### src/rtl/pulse_modulator.sv
module pulse_modulator #(
  parameter int ONE_TICKS  = 8,
  parameter int ZERO_TICKS = 4
) (
  input  logic clk_i,
  input  logic rst_i,
  input  logic code_bit_i,
  output logic shift_o,
  output logic pwm_o
);
  localparam int MAXT = (ONE_TICKS > ZERO_TICKS) ? ONE_TICKS : ZERO_TICKS;
  localparam int CW   = $clog2(MAXT);
  localparam logic [CW-1:0] ONE_END  = CW'(ONE_TICKS - 1);
  localparam logic [CW-1:0] ZERO_END = CW'(ZERO_TICKS - 1);

  logic [CW-1:0] pos_q;
  logic          bit_q;
  logic          first, cur_bit, last;

  assign first   = (pos_q == '0);
  assign cur_bit = first ? code_bit_i : bit_q;
  assign last    = ~rst_i & (pos_q == (cur_bit ? ONE_END : ZERO_END));

  always_ff @(posedge clk_i) begin
    if (rst_i) begin
      pos_q <= '0;
      bit_q <= 1'b0;
    end else begin
      if (first) bit_q <= code_bit_i;
      pos_q <= last ? '0 : pos_q + CW'(1);
    end
  end

  assign shift_o = last;
  assign pwm_o   = rst_i | last;
endmodule

### config.mk
export PLATFORM = sky130hd
export DESIGN_NAME = pulse_modulator
export DESIGN_NICKNAME = d
export VERILOG_FILES = /design/src/rtl/pulse_modulator.sv
export SDC_FILE = /design/constraint.sdc
export NUM_CORES = 1
export LEC_CHECK = 0
export ABC_CLOCK_PERIOD_IN_PS = 1100
export BUFFER_PORTS_ARGS = -buffer_cell sky130_fd_sc_hd__buf_2
export CAP_MARGIN = 20
export CORE_AREA = 4 4 41 43
export CTS_BUF_LIST = sky130_fd_sc_hd__clkbuf_4 sky130_fd_sc_hd__clkbuf_8
export DETAILED_ROUTE_END_ITERATION = 7
export DIE_AREA = 0 0 45 47
export HOLD_SLACK_MARGIN = 0.06
export PLACE_DENSITY_LB_ADDON = 0.08
export REMOVE_ABC_BUFFERS = 1
export SLEW_MARGIN = 20
export SYNTH_ARGS = -nofsm -noshare
export SYNTH_HDL_FRONTEND = slang
export SYNTH_SLANG_ARGS = --single-unit
### constraint.sdc
create_clock -name clk_i -period 1.1 [get_ports clk_i]
set_input_delay 0.11 -clock clk_i [delete_from_list [all_inputs] [get_ports clk_i]]
set_output_delay 0.11 -clock clk_i [all_outputs]
set_load 0.01 [all_outputs]
Word level (Yosys, flattened, before mapping)
Index checks and enable logic that the tools add are counted.
{ "classes": {"muxes": 2, "reduce_logical": 2, "addsub": 1, "bitwise": 3, "n_eq_ne": 1} }
{ "ops": {"columns": ["cell", "n"], "rows": [
  ["$add 3x1->3 const B", 1],
  ["$eq 3x3->1", 1],
  ["$logic_not 3->1", 1],
  ["$mux 3", 1],
  ["$reduce_or 2->1", 1],
  ["$and 1x1->1", 1],
  ["$mux 1", 1],
  ["$not 1->1", 1],
  ["$or 1x1->1", 1]
]} }
{ "totals": {"out_inout_bits": 2, "register_bits": 4, "in_bits": 3, "elab_cells": 11} }

Depth between registers and ports, before layout
{ "logic_depth": {"ltp_word": 6, "depth_mapped": 5, "ltp_nobuf": 5} }

Least setup slack after synthesis
OpenSTA, ideal clock, no wires.
{ "synth_timing": {"kind": "reg-to-output", "from": "register pos_q[0]", "to": "output port shift_o", "path_slack_ps": -168, "n_path_buf": 0, "path_stages_with_launch": 5, "t_required_ps": 990, "t_arrival_ps": 1158, "path_cell_list": "dfxtp_1 inv_1 ha_1 mux2_2 o21ai_0"} }
{ "synth_between": {"elab_chain_len": 5} }
{ "synth_rtl": {"columns": ["element", "line", "text"], "rows": [
  ["start: declaration", "16", "logic [CW-1:0] pos_q;"],
  ["start signal: assignment", "30", "pos_q <= last ? '0 : pos_q + CW'(1);"],
  ["$logic_not 3->1", "20", "assign first = (pos_q == '0);"],
  ["$mux 1", null, null],
  ["$mux 3", "22", "assign last = ~rst_i & (pos_q == (cur_bit ? ONE_END : ZERO_END));"],
  ["$eq 3x3->1 *", "22", null],
  ["$and 1x1->1 *", "22", null],
  ["end: declaration", "8", "output logic shift_o,"]
]} }
Mark *: on every way between the ends. The rest lies on a longest branch, timed or not.

Final worst setup path
{ "layout_timing": {"from": "register pos_q[0]", "to": "output port pwm_o"} }
{ "layout_between": {"elab_chain_len": 6} }
{ "layout_rtl": {"columns": ["element", "line", "text"], "rows": [
  ["$logic_not 3->1", "20", null],
  ["$mux 1", null, null],
  ["$mux 3", "22", null],
  ["$eq 3x3->1 *", "22", null],
  ["$and 1x1->1 *", "22", null],
  ["$or 1x1->1 *", "35", "assign pwm_o = rst_i | last;"],
  ["end: declaration", "9", "output logic pwm_o"]
]} }
Marked as above.

==> metrics.txt <==
outcome finished, violations left; violated checks setup timing; GR Overflow Total 0; fillers 154; Post-Synth XOR/XNOR Area 0%; FP Rows 13; largest family of logic cells by synthesized area simple AND/OR/NAND/NOR gates; initial cell density of the core 16.8%; Clock Sinks 4; adder-cell share of the synthesized area 11.4%; setup ws final -0.420 ns; worst relative slew slack 82.0%; clk_skew 0.00115 ns; total CTS buffers 3; worst hold slack 0.100 ns; met2 routed WL 233 um; Synth Area in Compound Gates 11.4%; CP Max Fanout 3; Arr. time, crit path 1.41 ns; layout cell share with drive strength beyond 1 58.8%; Slew @ Worst Pin 0.269 ns; drt via density 3.96; RSZ-0062 raised after global routing true; critical path class reg2out; simple-gate portion of the synthesized area 25.7%; TNS Setup -1.06 ns; minimum clock period 1.52 ns; Met3 Wirelength 22 um; DRT Pass-1 Iters 1; nets 41; Post-CTS Setup Bufs 0; Buf/Inv on CP 2; Skew-Pair Late Insertion Delay 0.23 ns; die area 2120 um^2; Inserted Diodes 0; Die Span X 45 um; leakage 0.150 nW; Hold/Removal Path Class in2reg; Worst Setup Start Kind flip-flop; RD Place Congestion 0.635; Ys Warns 0; Tcrit/Tclk final 138%; sequential element share of the synthesized area 36.6%; Mapped Area 219 um^2; Reg clk slew, reported paths 0.04 ns; initial antenna violation count 0; DR WL/cell 10.0 um; Max-cap violations 0; IO Count 5; Core ar. 1300 um^2; uppermost routed layer met4; H-tree levels 1; count of input and output buffers 4; worst vdd ir 0.000363 V; Mean Syn Cell Area 9.12 um^2; crit end category primary output; #FFs+latches synth 4; Total Routing Usage GR 6.39%; Worst path slowest cell dfxtp_4; largest net degree at the start of global routing 6; pins over their slew limit 0; Max Root-Sink Buffers 2; Syn-to-layout area delta 62.3%; setup violators final 5; antenna viol nets, final 0; CP peak stage delay 0.36 ns; final WL 492 um; DR vias 194; PwrDens 1350 nW/um^2; DRC Markers 0; clock root buffer clkbuf_4; Post-Syn Instances 24; height of the die 47 um; synth unique cells 14; FMAX 658 MHz; number of global-route vias before repair 211; initial DRC count 0; data required time of the worst path 0.99 ns; CP top delay family flip-flops; post-DP HPWL 372 um; multiplexer area fraction after synthesis 9.71%; global-route wire length before repair 869 um; crit path cell chain inv_2 > ha_4 > mux2_4 > o21ai_4 > buf_2; final hold violations 0; Setup WS pre-CTS -0.259 ns; M1 WL 231 um; TritonCTS clock tree done
[per-stage QoR]
stage | cells | total power, W | util, % | area, um^2
finish | 49 | 0.000478 | 27.3 | 355
global route | 49 | 0.000512 | 27.3 | 355
CTS | 49 | 0.000484 | 26.4 | 344
detailed placement | 46 | 0.000260 | 21.5 | 280
global placement | 46 | 0.000260 | 21.5 | 280
floorplan | 24 | 0.000228 | - | 219
[flip-flops by register name, summed over array words and instances (netlist names)]
name   flops
pos_q      3
bit_q      1
[synth_stat cells]
cell      count  area share, %
nand2b_1      2            5.7
mux2i_1       1            4.6
and2b_1       1            3.4
inv_1         3            5.1
dfxtp_1       4             37
or2b_1        1            3.4
a31oi_1       1            2.9
o21ai_2       1            4.0
or3b_1        1            4.0
o21ai_0       2            4.6
mux2_2        1            5.1
ha_1          2             11
nor2_1        3            5.1
nand4b_1      1            4.0
[path summary, 6_finish.rpt]
path                  from       end  slack (ns)  cells past startpoint
setup / recovery  pos_q[0]     pwm_o       -0.42                      5
hold / removal       rst_i     bit_q        0.10                      2
setup reg to reg  pos_q[0]  pos_q[1]       -0.09                      5
hold reg to reg   pos_q[0]  pos_q[0]        0.44                      1
[worst reg2reg max path: stages (launching register included)]
cell and delay, ns:
dfxtp_4 0.36, inv_2 0.05, ha_4 0.15, mux2_4 0.32
o21ai_4 0.15, nor2_1 0.06
[final cells by class]
cell class	instances	area [um^2]	share of cell area, %
Clock buffer	3	22.5	6.34
Inverter	3	13.8	3.87
Multi-Input combinational cell	17	170	47.9
Sequential cell	4	87.6	24.6
Tap cell	15	18.8	5.28
Timing Repair Buffer	7	42.5	12.0
[per-layer routing]
layer	GRT usage [%]	up-vias
met5	0	-
met4	8.77	0
met3	2.30	2
met2	7.91	3
met1	7.26	87
li1	-	102
[timing repair]
item / 4_1_cts / 5_1_grt
hold buffers: 0 / 0
hold endpoints to repair: 0 / 0
gates resized for setup: 13 / 4
pin swaps: 3 / 3
setup endpoints to repair: 5 / 5
[layout by cell type (no fill, tap or decap), types with 2 or more instances in the layout]
| cell | count |
|---|---|
| buf_4 | 3 |
| clkbuf_4 | 3 |
| buf_2 | 4 |
| nor2_1 | 3 |
| dfxtp_1 | 2 |
| nand2b_1 | 2 |
| dfxtp_4 | 2 |
| ha_4 | 2 |
[report_power, final]
part	total, W	leakage, nW	internal, W	switching, W
registers	0.000179	0.0342	0.000162	0.0000168
clock network	0.000182	0.0138	0.000122	0.0000601
logic	0.000117	0.102	0.0000635	0.0000533
total	0.000478	0.150	0.000348	0.000130
[logic make-up after synthesis]
kind of cell / Yosys count
AO/OA/AOI/OAI: 4
AND/OR/NAND/NOR: 9
multiplexers: 2
adder cells (fa/ha/maj): 2
flip-flops: 4
buffers and inverters: 3
(Power assumes the default switching activity.)
